**config.mk**
```make
export PLATFORM = sky130hd
export DESIGN_NAME = enc_cond_top
export DESIGN_NICKNAME = d
export VERILOG_FILES = /design/src/rtl/enc_cond_pkg.sv /design/src/rtl/enc_sync.sv /design/src/rtl/enc_pol_swap.sv /design/src/rtl/enc_prescaler.sv /design/src/rtl/enc_glitch_filter.sv /design/src/rtl/enc_cond_top.sv
export SDC_FILE = /design/constraint.sdc
export NUM_CORES = 1
export LEC_CHECK = 0
export ABC_AREA = 1
export BUFFER_PORTS_ARGS = -buffer_cell sky130_fd_sc_hd__buf_2
export CAP_MARGIN = 20
export CORE_UTILIZATION = 50
export CTS_CLUSTER_SIZE = 20
export DETAILED_ROUTE_END_ITERATION = 8
export PLACE_DENSITY = 0.74
export SLEW_MARGIN = 0
export SYNTH_ARGS = -nofsm -noshare
export SYNTH_HDL_FRONTEND = slang
export SYNTH_SLANG_ARGS = --single-unit
```
**constraint.sdc**
```tcl
create_clock -name clk -period 1.37 [get_ports clk]
set_clock_uncertainty 0.15 [all_clocks]
set_input_delay 0.137 -clock clk [delete_from_list [all_inputs] [get_ports clk]]
set_output_delay 0.137 -clock clk [all_outputs]
set_load 0.01 [all_outputs]
```
**src/rtl/enc_cond_pkg.sv**
```systemverilog
package enc_cond_pkg;
  localparam int LANES      = 4;
  localparam int LANE_A     = 0;
  localparam int LANE_B     = 1;
  localparam int LANE_IDX   = 2;
  localparam int LANE_HOME  = 3;
  localparam int SYNC_DEPTH = 2;
  localparam int AGREE_N    = 3;
  localparam int SEL_W      = 3;
endpackage

```
**src/rtl/enc_sync.sv**
```systemverilog
module enc_sync #(
  parameter int W      = 4,
  parameter int STAGES = 2
) (
  input  logic         clk,
  input  logic         rst_n,
  input  logic [W-1:0] d,
  output logic [W-1:0] q
);
  logic [W-1:0] stg [STAGES];

  for (genvar s = 0; s < STAGES; s++) begin : g_stage
    always_ff @(posedge clk or negedge rst_n) begin
      if (!rst_n) stg[s] <= '0;
      else if (s == 0) stg[s] <= d;
      else stg[s] <= stg[(s == 0) ? 0 : s-1];
    end
  end

  assign q = stg[STAGES-1];
endmodule

```
**src/rtl/enc_pol_swap.sv**
```systemverilog
module enc_pol_swap
  import enc_cond_pkg::*;
(
  input  logic [LANES-1:0] raw,
  input  logic [LANES-1:0] inv,
  input  logic             swap,
  output logic [LANES-1:0] cond
);
  logic [LANES-1:0] flipped;

  always_comb begin
    flipped = raw ^ inv;
    cond    = flipped;
    if (swap) begin
      cond[LANE_A] = flipped[LANE_B];
      cond[LANE_B] = flipped[LANE_A];
    end
  end
endmodule

```
**src/rtl/enc_prescaler.sv**
```systemverilog
module enc_prescaler #(
  parameter int SW = 3
) (
  input  logic          clk,
  input  logic          rst_n,
  input  logic [SW-1:0] sel,
  output logic          tick
);
  localparam int CNT_W = (1 << SW) - 1;

  logic [CNT_W-1:0] cnt;
  logic [CNT_W-1:0] lim;
  logic [SW-1:0]    sel_q;
  logic             restart;

  always_comb begin
    lim     = ~({CNT_W{1'b1}} << sel);
    restart = (sel != sel_q);
    tick    = !restart && (cnt == lim);
  end

  always_ff @(posedge clk or negedge rst_n) begin
    if (!rst_n) begin
      cnt   <= '0;
      sel_q <= '0;
    end else begin
      sel_q <= sel;
      if (restart || tick) cnt <= '0;
      else cnt <= cnt + 1'b1;
    end
  end
endmodule

```
**src/rtl/enc_glitch_filter.sv**
```systemverilog
module enc_glitch_filter #(
  parameter int AGREE = 3
) (
  input  logic clk,
  input  logic rst_n,
  input  logic tick,
  input  logic d,
  output logic q
);
  localparam int HW = AGREE - 1;

  logic [HW-1:0] hist;
  logic          agree;
  logic [HW-1:0] hist_nx;

  assign agree = (hist == {HW{d}});

  if (HW == 1) begin : g_short
    assign hist_nx = d;
  end else begin : g_long
    assign hist_nx = {hist[HW-2:0], d};
  end

  always_ff @(posedge clk or negedge rst_n) begin
    if (!rst_n) begin
      hist <= '0;
      q    <= 1'b0;
    end else if (tick) begin
      hist <= hist_nx;
      if (agree) q <= d;
    end
  end
endmodule

```
**src/rtl/enc_cond_top.sv**
```systemverilog
module enc_cond_top
  import enc_cond_pkg::*;
(
  input  logic             clk,
  input  logic             rst_n,
  input  logic             enc_a,
  input  logic             enc_b,
  input  logic             enc_idx,
  input  logic             enc_home,
  input  logic [LANES-1:0] pol_inv,
  input  logic             swap_ab,
  input  logic             filt_en,
  input  logic [SEL_W-1:0] div_sel,
  output logic             q_a,
  output logic             q_b,
  output logic             q_idx,
  output logic             q_home,
  output logic [LANES-1:0] lvl_stat
);
  logic [LANES-1:0] raw_pins;
  logic [LANES-1:0] synced;
  logic [LANES-1:0] cond;
  logic [LANES-1:0] filtered;
  logic [LANES-1:0] q_vec;
  logic             smp_tick;

  always_comb begin
    raw_pins            = '0;
    raw_pins[LANE_A]    = enc_a;
    raw_pins[LANE_B]    = enc_b;
    raw_pins[LANE_IDX]  = enc_idx;
    raw_pins[LANE_HOME] = enc_home;
  end

  enc_sync #(.W(LANES), .STAGES(SYNC_DEPTH)) sync_i (
    .clk(clk), .rst_n(rst_n), .d(raw_pins), .q(synced)
  );

  enc_pol_swap polsw_i (
    .raw(synced), .inv(pol_inv), .swap(swap_ab), .cond(cond)
  );

  enc_prescaler #(.SW(SEL_W)) presc_i (
    .clk(clk), .rst_n(rst_n), .sel(div_sel), .tick(smp_tick)
  );

  for (genvar i = 0; i < LANES; i++) begin : g_lane
    enc_glitch_filter #(.AGREE(AGREE_N)) filt_i (
      .clk(clk), .rst_n(rst_n), .tick(smp_tick),
      .d(cond[i]), .q(filtered[i])
    );
  end

  assign q_vec    = filt_en ? filtered : cond;
  assign lvl_stat = cond;
  assign q_a      = q_vec[LANE_A];
  assign q_b      = q_vec[LANE_B];
  assign q_idx    = q_vec[LANE_IDX];
  assign q_home   = q_vec[LANE_HOME];
endmodule

```
-- Word-level counts from Yosys, hierarchy flattened
Index checks and enable logic that the tools add are counted.
- multiplexer cells: 3
- reductions and logical operators: 7
- shift operators: 1
- eq/ne operators: 6
- bitwise logic cells: 2
- add/subtract/negate cells: 1
- operators by type and width (kind ; count):
    equality test 2 bit ; 4
    AND reduction 2 bit ; 4
    adder 7 x 1 -> 7 bit, second input constant ; 1
    equality test 7 bit ; 1
    2-to-1 mux 7 bit ; 1
    inverter 7 bit ; 1
    << shifter 7 x 3 -> 7 bit, first input constant ; 1
    2-to-1 mux 4 bit ; 1
    bitwise XOR 4 bit ; 1
    != test 3 bit ; 1
    2-to-1 mux 2 bit ; 1
    logical AND 1 bit ; 1
    logical NOT 1 bit ; 1
    logical OR 1 bit ; 1
- bits in registers: 30
- output and inout port bits: 8
- bits of input ports: 15

-- Longest topological paths before layout
Gate-level depths: netlist of the first run.
- word-level depth: 6
- depth in mapped cells: 11
- mapped depth without buffers: 9

-- By module
A second synthesis of the first run with hierarchy kept.
- cells, all modules: 181
- area, all modules: 1490.2 µm²
- modules (own cells, without submodules) (module ; cells each ; area each (µm²) ; instances):
    enc_prescaler ; 75 ; 611.8 ; 1
    enc_glitch_filter ; 16 ; 128.9 ; 4
    enc_sync ; 12 ; 230.2 ; 1
    enc_pol_swap ; 17 ; 83.8 ; 1
    enc_cond_top ; 13 ; 48.8 ; 1

-- Least setup slack after synthesis of the first run
OpenSTA, ideal clock, no wires.
- kind: register -> register
- from: register presc_i.cnt[3]
- to: register g_lane[0].filt_i.hist[1]
- slack: -141 ps
- clock period less this slack: 1511 ps
- data arrival time: 1243 ps
- stages on the path, launching flop included: 8
- cell sequence: dfrtp_1 -> xnor2_1 -> nand3_2 -> nor2_8 -> nand3_4 -> buf_6 -> nand2_2 -> o21ai_2
- longest elaborated chain between the ends: 2
- RTL lines (item ; line ; RTL):
    from (decl) ; enc_prescaler.sv:11 ; logic [CNT_W-1:0] cnt;
    from (signal assigned) ; enc_prescaler.sv:29 ; else cnt <= cnt + 1'b1;
    equality test 7 bit ; enc_prescaler.sv:19 ; tick = !restart && (cnt == lim);
    logical AND 1 bit ; enc_prescaler.sv:19 ;
    to (signal assigned) ; enc_glitch_filter.sv:29 ; hist <= hist_nx;
    to (decl) ; enc_glitch_filter.sv:12 ; logic [HW-1:0] hist;
Every way passes these cells.
A chain may end at the register's enable or synchronous reset.

-- Worst setup path after layout of the first run
- from: register sync_i.stg (netlist bit sync_i.q[1])
- to: output q_a
- longest elaborated chain between the ends: 3
- RTL lines (item ; line ; RTL):
    from (decl) ; enc_sync.sv:10 ; logic [W-1:0] stg [STAGES];
    from (signal, indexed assignment) ; enc_sync.sv:16 ; else stg[s] <= stg[(s == 0) ? 0 : s-1];
    bitwise XOR 4 bit ; enc_pol_swap.sv:12 ; flipped = raw ^ inv;
    2-to-1 mux 2 bit ; enc_pol_swap.sv:14 ; if (swap) begin
    2-to-1 mux 4 bit ; enc_cond_top.sv:54 ; assign q_vec = filt_en ? filtered : cond;
    to (decl) ; enc_cond_top.sv:14 ; output logic q_a,
Every way passes these cells.

==> impl_metrics.py, run 1 <==
metrics = {
    "final_layout": {
        "nFillCells": 231,
        "fin_cells": 292,
        "num_antenna_cells": 0,
        "mostFrequentLayoutCells": "30 x nand2_1, 30 x dfrtp_1, 26 x buf_4, 23 x inv_1, 19 x nand2_2",
        "layout-drive-gt1-share_pct": 48.4,
        "layout.nets": 263,
        "area_delta_synth_final_pct": 43.6,
        "final_cell_area_mm2": 0.00231,
    },
    "setup_path": {
        "cp.arrival_ns": 1.27,
        "endpoint_kind": "primary output",
        "crit_type": "register to primary output",
        "setup.worst_path.start_class": "register",
        "crit_fanout": 2,
        "cp.required_ns": 1.08,
    },
    "floorplan": {
        "fp.dieH_um": 58.8,
        "dieArea_mm2": 0.00345,
        "start_util_pct": 52.8,
        "die_w_um": 58.8,
        "pin_count": 23,
        "core_mm2": 0.00305,
        "row_count": 20,
    },
    "global_routing": {
        "antenna_found_initial": 0,
        "grt_max_degree": 31,
        "grt.total_usage_pct": 22.6,
        "grt_pass1_wl_um": 5620,
        "overflow": 0,
        "grt_pass1_vias": 1329,
    },
    "synthesis": {
        "synth-xor-area-share_pct": 4.35,
        "synth_fa_ha_area_share_pct": 0.776,
        "syn_area_per_cell_um2": 8.62,
        "synth-seq-cells": 30,
        "synthDistinctLibCells": 22,
        "syn_area_mm2": 0.00161,
        "synth_compound_area_share_pct": 6.13,
        "synth_edf_count": 0,
        "ys_seq_area_share_pct": 46.6,
        "synth_warnings": 0,
        "syn_inst": 187,
        "synth_simple_gate_area_share_pct": 31.2,
        "synth.net_count": 203,
        "async_flop_share_pct": 100,
        "synth.area.mux_share_pct": 0,
        "synth_top_flop_cell": "dfrtp_1",
        "synth_top_family_by_area": "simple AND/OR/NAND/NOR gates",
    },
    "sta": {
        "rsz0062_at_grt": "yes",
        "fin_crit_ns": 1.56,
        "max_slew_margin_pct": 74.5,
        "setup_slack_ns": -0.191,
        "finalHoldViolations": 0,
        "setup_viol": 27,
        "fin_crit_sh_pct": 114,
        "tightest_slew_ns": 0.383,
        "max_freq_ghz": 0.641,
        "slew_violations": 0,
    },
    "placement": {
        "io_buffers": 22,
        "place_hpwl_um": 2120,
        "gp_congestion": 0.728,
        "dpl_worst_slack_ns": -0.183,
        "place_area_mm2": 0.00181,
        "placed_cells": 259,
    },
    "power_and_ir_drop": {
        "p_sw_share_pct": 26.5,
        "p_switching_uw": 516,
        "p_seq_share_pct": 47.4,
        "clockPowerShare_pct": 33.4,
        "powerDensity_mw_per_mm2": 841,
        "p_leak_nw": 1.14,
        "p_comb_share_pct": 19.2,
        "p_int_mw": 1.43,
        "worst_ir_drop_vdd_uv": 731,
    },
    "status": {
        "status": "finished with violations",
        "violations": "negative setup slack",
    },
    "drt": {
        "wl_per_cell_um": 12.1,
        "drtIter0Drc": 23,
        "routed_via_density": 4.77,
        "dr_total_vias": 1394,
        "first_pass_iters": 4,
        "routed_wl_um": 3540,
        "drc": 0,
        "ant_nets": 0,
    },
    "clock_network": {
        "clkSinkCount": 30,
        "cts_tree": "yes",
        "max-clock-path-buffers": 2,
        "insertion_delay_ns": 0.33,
        "htree_levels": 2,
        "cts_buffers": 5,
        "clk_pin_slew_ns": 0.09,
        "root_buffer": "clkbuf_4",
    },
    "run": {
        "cap_violations": 0,
    },
    "hold_path": {
        "holdCritPathClass": "primary input to register",
    },
}
-- layout make-up --
type / instances / area, um2 / area share (%)
Clock buffer: 8 / 78.8 / 3.41
Inverter: 28 / 105 / 4.54
Sequential cell: 30 / 751 / 32.4
Tap cell: 44 / 55.1 / 2.38
Timing Repair Buffer: 60 / 455 / 19.7
Multi-Input combinational cell: 122 / 870 / 37.6
-- stage by stage --
| stage | hold WS [ns] | utilization, % | setup TNS, ns | total power [mW] |
|---|---|---|---|---|
| 2_1_floorplan | -0.309 | - | -0.571 | 1.10 |
| 3_3_place_gp | 0.0149 | 59.4 | -1.78 | 1.18 |
| 3_5_place_dp | 0.0211 | 59.4 | -2.37 | 1.19 |
| 4_1_cts | 0.0546 | 71.8 | -3.33 | 1.94 |
| 5_1_grt | 0.163 | 75.8 | -5.67 | 2.03 |
| 6_report | 0.149 | 75.8 | -3.61 | 1.95 |
-- cells by family after synthesis --
kind of cell | count (synthesis)
XOR/XNOR | 8
AND/OR/NAND/NOR | 99
buffers and inverters | 36
AO/OA/AOI/OAI | 13
flip-flops | 30
adder cells (fa/ha/maj) | 1
-- state kept, by name (all words and copies together), names as in the netlist --
| name | count |
|---|---|
| g_lane.filt_i.hist | 8 |
| presc_i.cnt | 7 |
| g_lane.filt_i.q | 4 |
| sync_i.q | 4 |
| sync_i.stg | 4 |
| presc_i.sel_q | 3 |
-- synthesized netlist by cell type (2+ instances only) --
cell,instances,area share (%)
nand4_1,9,3.5
nand2_1,46,11
nor2_1,13,3.0
dfrtp_1,30,47
and3_1,2,0.78
o21ai_0,4,1.2
xor2_1,5,2.7
o21ai_2,9,4.9
xnor2_1,3,1.6
nand2_2,6,2.3
nand3_1,10,3.1
nand3_2,2,1.2
buf_6,3,2.1
inv_1,27,6.3
nor3_1,6,1.9
nor2_8,2,2.5
buf_4,5,2.3
-- layer usage --
layer	global-route usage [%]	up-vias	routed length (um)
li1	-	708	-
met1	25.3	658	1540
met2	39.1	23	1810
met4	9.86	0	51
met3	7.47	5	128
met5	0	-	0
-- power groups by stage --
stage / combinational [mW] / clock (mW) / sequential [mW]
floorplan: 0.162 / 0 / 0.934
global placement: 0.245 / 0 / 0.937
detailed placement: 0.249 / 0 / 0.937
CTS: 0.351 / 0.668 / 0.921
global route: 0.406 / 0.702 / 0.925
finish: 0.374 / 0.651 / 0.922
-- worst paths after layout --
| path | startpoint | endpoint | slack [ns] | cells after the start |
|---|---|---|---|---|
| setup / recovery | sync_i.q[1] | q_a | -0.19 | 7 |
| min in group asynchronous | rst_n | g_lane[0].filt_i.q | 0.19 | 3 |
| max in group asynchronous | rst_n | sync_i.stg[6] | 0.60 | 3 |
| hold / removal | pol_inv[2] | g_lane[2].filt_i.hist[0] | 0.15 | 6 |
| setup reg to reg | presc_i.cnt[5] | g_lane[2].filt_i.q | -0.16 | 9 |
| hold reg to reg | sync_i.stg[5] | sync_i.q[1] | 0.20 | 0 |
-- critical path: stages (launching register included) --
cell	delay (ns)
dfrtp_1	0.37
inv_1	0.05
nand2_2	0.07
nand3_2	0.07
nand2_2	0.10
inv_2	0.04
o21ai_1	0.10
buf_2	0.14
-- repair_timing --
| item | 4_1_cts | 5_1_grt |
|---|---|---|
| pin swaps | 19 | 17 |
| hold buffers | 8 | 0 |
| endpoints found under the hold margin | 37 | 0 |
| gates resized for setup | 35 | 22 |
| gates cloned | 1 | 0 |
| setup endpoints to repair | 27 | 27 |
| setup buffers | 10 | 6 |
(Power assumes the default switching activity.)
==> run 2: changes to the inputs <==
Settings changed: ABC_AREA 1 to unset, CORE_UTILIZATION 50 to 49, PLACE_DENSITY 0.74 to 0.73.
==> run 2 against run 1 <==
Global-route usage rose by 1.3 points. Non-clock buffer count fell by 1. First-iteration DRC count fell by 17%. Sequential share of layout area rose by 2.6 points. Utilization rose by 1.5 points. The run still ends with negative setup slack left.
==> impl_metrics.py, run 2 <==
metrics = {
    "final_layout": {
        "layout-drive-gt1-share_pct": 54.9,
        "largest_register_ff_count": 8,
        "layout.nets": 190,
        "num_antenna_cells": 0,
        "final_cell_area_mm2": 0.00215,
        "mostFrequentLayoutCells": "29 x dfrtp_1, 24 x buf_4, 14 x buf_2, 13 x buf_6, 9 x mux2_4",
        "area_delta_synth_final_pct": 48.0,
        "reg.largest.list": "g_lane.filt_i.hist x8, presc_i.cnt x7",
        "mostFrequentLayoutCell": "dfrtp_1",
        "regMostFlops": "g_lane.filt_i.hist",
    },
    "power_and_ir_drop": {
        "powerDensity_mw_per_mm2": 900,
        "p_leak_nw": 0.973,
        "worst_ir_drop_vdd_uv": 1110,
    },
    "drt": {
        "wl_per_cell_um": 15.8,
        "ant_nets": 0,
        "routed-wl-met3_um": 167,
        "first_pass_iters": 4,
        "routed_wl_um": 3260,
        "dr_total_vias": 1124,
        "routed_via_density": 5.46,
        "wirelength_met1_um": 1400,
        "drc": 0,
        "wl_met2_um": 1640,
        "drtIter0Drc": 19,
        "routed.top_layer": "met4",
    },
    "synthesis": {
        "ys_seq_area_share_pct": 51.7,
        "synth-seq-cells": 30,
        "synthTopCellsByCount": "30 x dfrtp_1, 10 x nor2_1, 8 x xor2_1",
        "synth_compound_area_share_pct": 10.2,
        "synth_edf_count": 0,
        "synth.area.mux_share_pct": 13.0,
        "synthTopCellsByArea": "dfrtp_1 52%, mux2_4 6.2%, xor2_1 4.8%",
        "synth_fa_ha_area_share_pct": 0.861,
        "synth_top_area_cell": "dfrtp_1",
        "synth_top_area_share_pct": 51.7,
        "synth_top_family_by_area": "multiplexers",
        "synth_simple_gate_area_share_pct": 11.5,
        "synth.net_count": 131,
        "synth_top_flop_cell": "dfrtp_1",
        "syn_area_mm2": 0.00145,
        "syn_inst": 115,
        "syn_area_per_cell_um2": 12.6,
        "synth-xor-area-share_pct": 7.84,
        "synth_warnings": 0,
        "async_flop_share_pct": 100,
        "synthDistinctLibCells": 33,
        "yosysMostFrequentCell": "dfrtp_1",
    },
    "setup_path": {
        "crit_fanout": 5,
        "endpoint_kind": "register",
        "setup.worst_path.start_class": "register",
        "cp_cell_sequence": "mux2_4, nor4_4, o32ai_2, buf_4, o41ai_2, o211ai_1",
        "cp.arrival_ns": 1.97,
        "crit_type": "register to register",
        "cp.required_ns": 1.42,
        "crit_path_top_delay_cell": "dfrtp_1",
        "critPathMaxStageDelay_ns": 0.41,
    },
    "clock_network": {
        "htree_levels": 2,
        "max-clock-path-buffers": 2,
        "root_buffer": "clkbuf_4",
        "clkSinkCount": 30,
        "cts_buffers": 5,
        "clk_pin_slew_ns": 0.10,
        "cts_tree": "yes",
        "insertion_delay_ns": 0.33,
    },
    "sta": {
        "max_freq_ghz": 0.519,
        "setup_slack_ns": -0.557,
        "fin_crit_sh_pct": 141,
        "tightest_slew_ns": 0.378,
        "rsz0062_at_grt": "yes",
        "fin_crit_ns": 1.93,
        "finalHoldViolations": 0,
        "slew_violations": 0,
        "max_slew_margin_pct": 74.8,
        "setup_viol": 27,
    },
    "placement": {
        "gp_congestion": 0.781,
        "place_hpwl_um": 1920,
        "io_buffers": 22,
        "place_area_mm2": 0.00169,
        "dpl_worst_slack_ns": -0.586,
    },
    "floorplan": {
        "die_w_um": 56.4,
        "start_util_pct": 52.2,
        "row_count": 19,
        "core_mm2": 0.00278,
        "dieArea_mm2": 0.00319,
        "fp.dieH_um": 56.4,
        "pin_count": 23,
    },
    "global_routing": {
        "grt_max_degree": 31,
        "overflow": 0,
        "antenna_found_initial": 0,
        "grt.total_usage_pct": 23.9,
        "grt_pass1_vias": 1203,
        "grt_pass1_wl_um": 5690,
    },
    "run": {
        "cap_violations": 0,
    },
    "status": {
        "status": "finished with violations",
        "violations": "negative setup slack",
    },
    "hold_path": {
        "holdCritPathClass": "primary input to asynchronous set/reset pin",
    },
}
[run 2: report_power, final]
group	switching (mW)	internal, mW	leakage, nW
clock	0.314	0.246	0.0343
sequential	0.0359	0.923	0.370
combinational	0.179	0.236	0.568
total	0.529	1.40	0.973
[run 2: final cells by class]
| type | count | area (um2) |
|---|---|---|
| multi-input cells | 76 | 811 |
| flip-flops and latches | 30 | 752 |
| fillers | 173 | 632 |
| repair buffers | 59 | 477 |
| clock buffers | 6 | 51.3 |
| well taps | 31 | 38.8 |
| clock inverters | 2 | 12.5 |
| inverters | 2 | 7.51 |
[run 2: metrics by stage]
| step | util, % | hold WS, ns | TNS [ns] | std cells | total power [mW] |
|---|---|---|---|---|---|
| finish | 77.3 | 0.178 | -10.90 | 206 | 1.93 |
| global route | 77.3 | 0.208 | -13.06 | 206 | 2.03 |
| CTS | 74.4 | 0.185 | -11.46 | 205 | 1.91 |
| detailed placement | 60.8 | 0.0165 | -9.58 | 179 | 1.21 |
| global placement | 60.8 | 0.0108 | -8.56 | 179 | 1.20 |
| floorplan | - | -0.309 | -7.59 | 115 | 1.12 |
[run 2: path summary, 6_finish.rpt]
check,start,endpoint,slack (ns),cells after the start
min in group clk,sync_i.stg[4],sync_i.q[0],0.21,0
max reg2reg,presc_i.cnt[1],g_lane[1].filt_i.q,-0.56,6
max in group asynchronous,rst_n,presc_i.cnt[6],0.59,3
min reg2reg,sync_i.stg[4],sync_i.q[0],0.21,0
max,presc_i.cnt[1],g_lane[1].filt_i.q,-0.56,6
min,rst_n,g_lane[3].filt_i.q,0.18,3
[run 2: worst max-delay path: cells and delay by family (launching register included)]
family,cells,cell delay (ns)
AND/OR/NAND/NOR,1,0.15
buffers and inverters,1,0.18
flip-flops,1,0.41
AO/OA/AOI/OAI,3,0.60
multiplexers,1,0.30
[run 2: repair_timing]
action | 4_1_cts | 5_1_grt
setup endpoints to repair | 27 | 27
hold endpoints to repair | 37 | 0
pin swaps | 10 | 6
gates resized for setup | 28 | 13
setup buffers | 10 | 2
hold buffers | 8 | 0
[run 2: cells by family (layout without fill, tap and decap cells)]
kind of cell             count (synthesis)  after routing
flip-flops                              30             30
AO/OA/AOI/OAI                           16             16
buffers and inverters                    9             69
XOR/XNOR                                13             13
adder cells (fa/ha/maj)                  1              1
AND/OR/NAND/NOR                         31             31
multiplexers                            15             15
[run 2: per-layer routing]
metal  vias up  track usage [%]
met3         5             7.37
met4         0             11.8
met2        30             37.0
met5         -                0
met1       558             30.2
li1        531                -
==> run 3: changes to the inputs <==
Settings changed: CORE_UTILIZATION 49 to 38, PLACE_DENSITY 0.73 to unset.
==> run 3 against run 2 <==
The run still ends with negative setup slack left. First-iteration DRC count grew 26%. Critical path depth shrank 1. Maximum frequency grew 0.91%. Critical path type unchanged. Largest power group unchanged.
==> impl_metrics.py, run 3 (same netlist as run 2, synthesis figures left out) <==
metrics = {
    "status": {
        "status": "finished with violations",
        "violations": "negative setup slack",
    },
    "drt": {
        "routed_wl_um": 3060,
        "dr_total_vias": 1083,
        "drtIter0Drc": 24,
        "routed_via_density": 4.90,
        "drc": 0,
        "ant_nets": 0,
        "first_pass_iters": 4,
        "wl_per_cell_um": 13.9,
    },
    "power_and_ir_drop": {
        "powerDensity_mw_per_mm2": 1040,
        "power_mw": 2.26,
        "worst_ir_drop_vdd_uv": 847,
        "p_leak_nw": 0.979,
    },
    "global_routing": {
        "overflow": 0,
        "antenna_found_initial": 0,
        "grt_max_degree": 17,
        "grt_pass1_wl_um": 5240,
        "grt_pass1_vias": 1141,
        "grt.total_usage_pct": 17.5,
    },
    "placement": {
        "placed_cells": 196,
        "io_buffers": 22,
        "gp_congestion": 0.745,
        "dpl_worst_slack_ns": -0.614,
        "place_hpwl_um": 1940,
    },
    "final_layout": {
        "mostFrequentLayoutCells": "29 x dfrtp_1, 24 x buf_4, 14 x buf_2, 12 x buf_6",
        "regMostFlops": "g_lane.filt_i.hist",
        "mostFrequentLayoutCell": "dfrtp_1",
        "reg.largest.list": "g_lane.filt_i.hist x8, presc_i.cnt x7",
        "area_delta_synth_final_pct": 49.1,
        "largest_register_ff_count": 8,
        "fin_cells": 221,
        "layout.nets": 189,
        "num_antenna_cells": 0,
        "layout-drive-gt1-share_pct": 53.2,
    },
    "floorplan": {
        "fp.dieH_um": 63.8,
        "pin_count": 23,
        "dieArea_mm2": 0.00407,
        "die_w_um": 63.8,
        "core_mm2": 0.00366,
        "row_count": 22,
        "start_util_pct": 39.7,
    },
    "sta": {
        "setup_viol": 27,
        "slew_violations": 0,
        "setup_slack_ns": -0.539,
        "max_freq_ghz": 0.524,
        "fin_crit_ns": 1.91,
        "fin_crit_sh_pct": 139,
        "rsz0062_at_grt": "yes",
        "finalHoldViolations": 0,
        "tightest_slew_ns": 0.388,
        "max_slew_margin_pct": 74.2,
        "tns_ns": -11.29,
    },
    "setup_path": {
        "crit_fanout": 12,
        "setup.worst_path.start_class": "register",
        "r2r-end": "g_lane[3].filt_i.hist[0]",
        "endpoint_kind": "register",
        "cp.required_ns": 1.39,
        "r2r_start": "presc_i.cnt[1]",
        "r2r_cells": 5,
        "crit_type": "register to register",
        "r2r_setup_slack_ns": -0.54,
        "cp.arrival_ns": 1.93,
    },
    "clock_network": {
        "insertion_delay_ns": 0.28,
        "htree_levels": 2,
        "root_buffer": "clkbuf_8",
        "clk_pin_slew_ns": 0.07,
        "cts_buffers": 5,
        "cts_tree": "yes",
        "max-clock-path-buffers": 2,
        "clkSinkCount": 30,
    },
    "hold_path": {
        "holdCritPathClass": "primary input to register",
        "hold_depth": 2,
        "whs_endpoint": "presc_i.sel_q[1]",
        "min_from": "div_sel[1]",
    },
    "run": {
        "cap_violations": 0,
    },
}
[run 3: changes by cell type in the layout (fill, tap and decap cells not counted), moves of 2 or more]
cell / delta
clkbuf_4: -5
clkbuf_8: +5
nor2_1: +3
nor2_4: -2
[run 3: timing repair]
item,CTS,global route
endpoints found under the hold margin,36,0
hold buffers,7,0
setup endpoints to repair,27,27
pin swaps,7,6
buffers inserted,11,0
gates resized for setup,26,5
[run 3: layout make-up]
type | instances | area [um2]
fill | 278 | 1500
multi-input combinational | 76 | 758
sequential | 30 | 752
timing repair buffer | 58 | 475
clock buffer | 6 | 82.6
tap | 48 | 60.1
clock inverter | 1 | 30.0
inverter | 2 | 7.51
[run 3: report_power, final]
group          total (mW)  leakage [nW]  internal, mW  switching (mW)
clock               0.901        0.0573         0.581           0.320
sequential          0.957         0.371         0.925          0.0318
combinational       0.398         0.551         0.230           0.168
[run 3: per-layer routing]
layer	vias up	share of wire, %	track usage [%]
met4	0	1.6	7.39
met1	529	48	20.9
met3	5	4.3	6.25
li1	523	-	-
met5	-	0	0
met2	26	46	28.2
[run 3: per-stage QoR]
step / hold slack [ns] / utilization (%) / cell area (um2)
after floorplan: -0.309 / - / 1470
after global placement: -0.0789 / 47.1 / 1720
after detailed placement: -0.0734 / 47.1 / 1720
after CTS: 0.0597 / 58.6 / 2140
after global routing: 0.0723 / 59.2 / 2170
final: 0.0689 / 59.2 / 2170
[run 3: worst max-delay path, cell delays in order (launching register included)]
cell	delay [ns]
dfrtp_1	0.42
mux2_4	0.30
nor4_4	0.15
o32ai_2	0.12
or2_4	0.33
mux2_1	0.33
[run 3: worst max path at each step]
stage	endpoint	cells past startpoint	start	slack (ns)
detailed placement	g_lane[1].filt_i.q	6	presc_i.cnt[1]	-0.61
global route	g_lane[1].filt_i.q	6	presc_i.cnt[1]	-0.61
finish	g_lane[3].filt_i.hist[0]	5	presc_i.cnt[1]	-0.54
CTS	g_lane[3].filt_i.q	6	presc_i.cnt[1]	-0.55
global placement	g_lane[2].filt_i.hist[0]	6	div_sel[1]	-0.53
floorplan	g_lane[0].filt_i.hist[0]	5	presc_i.cnt[6]	-0.56
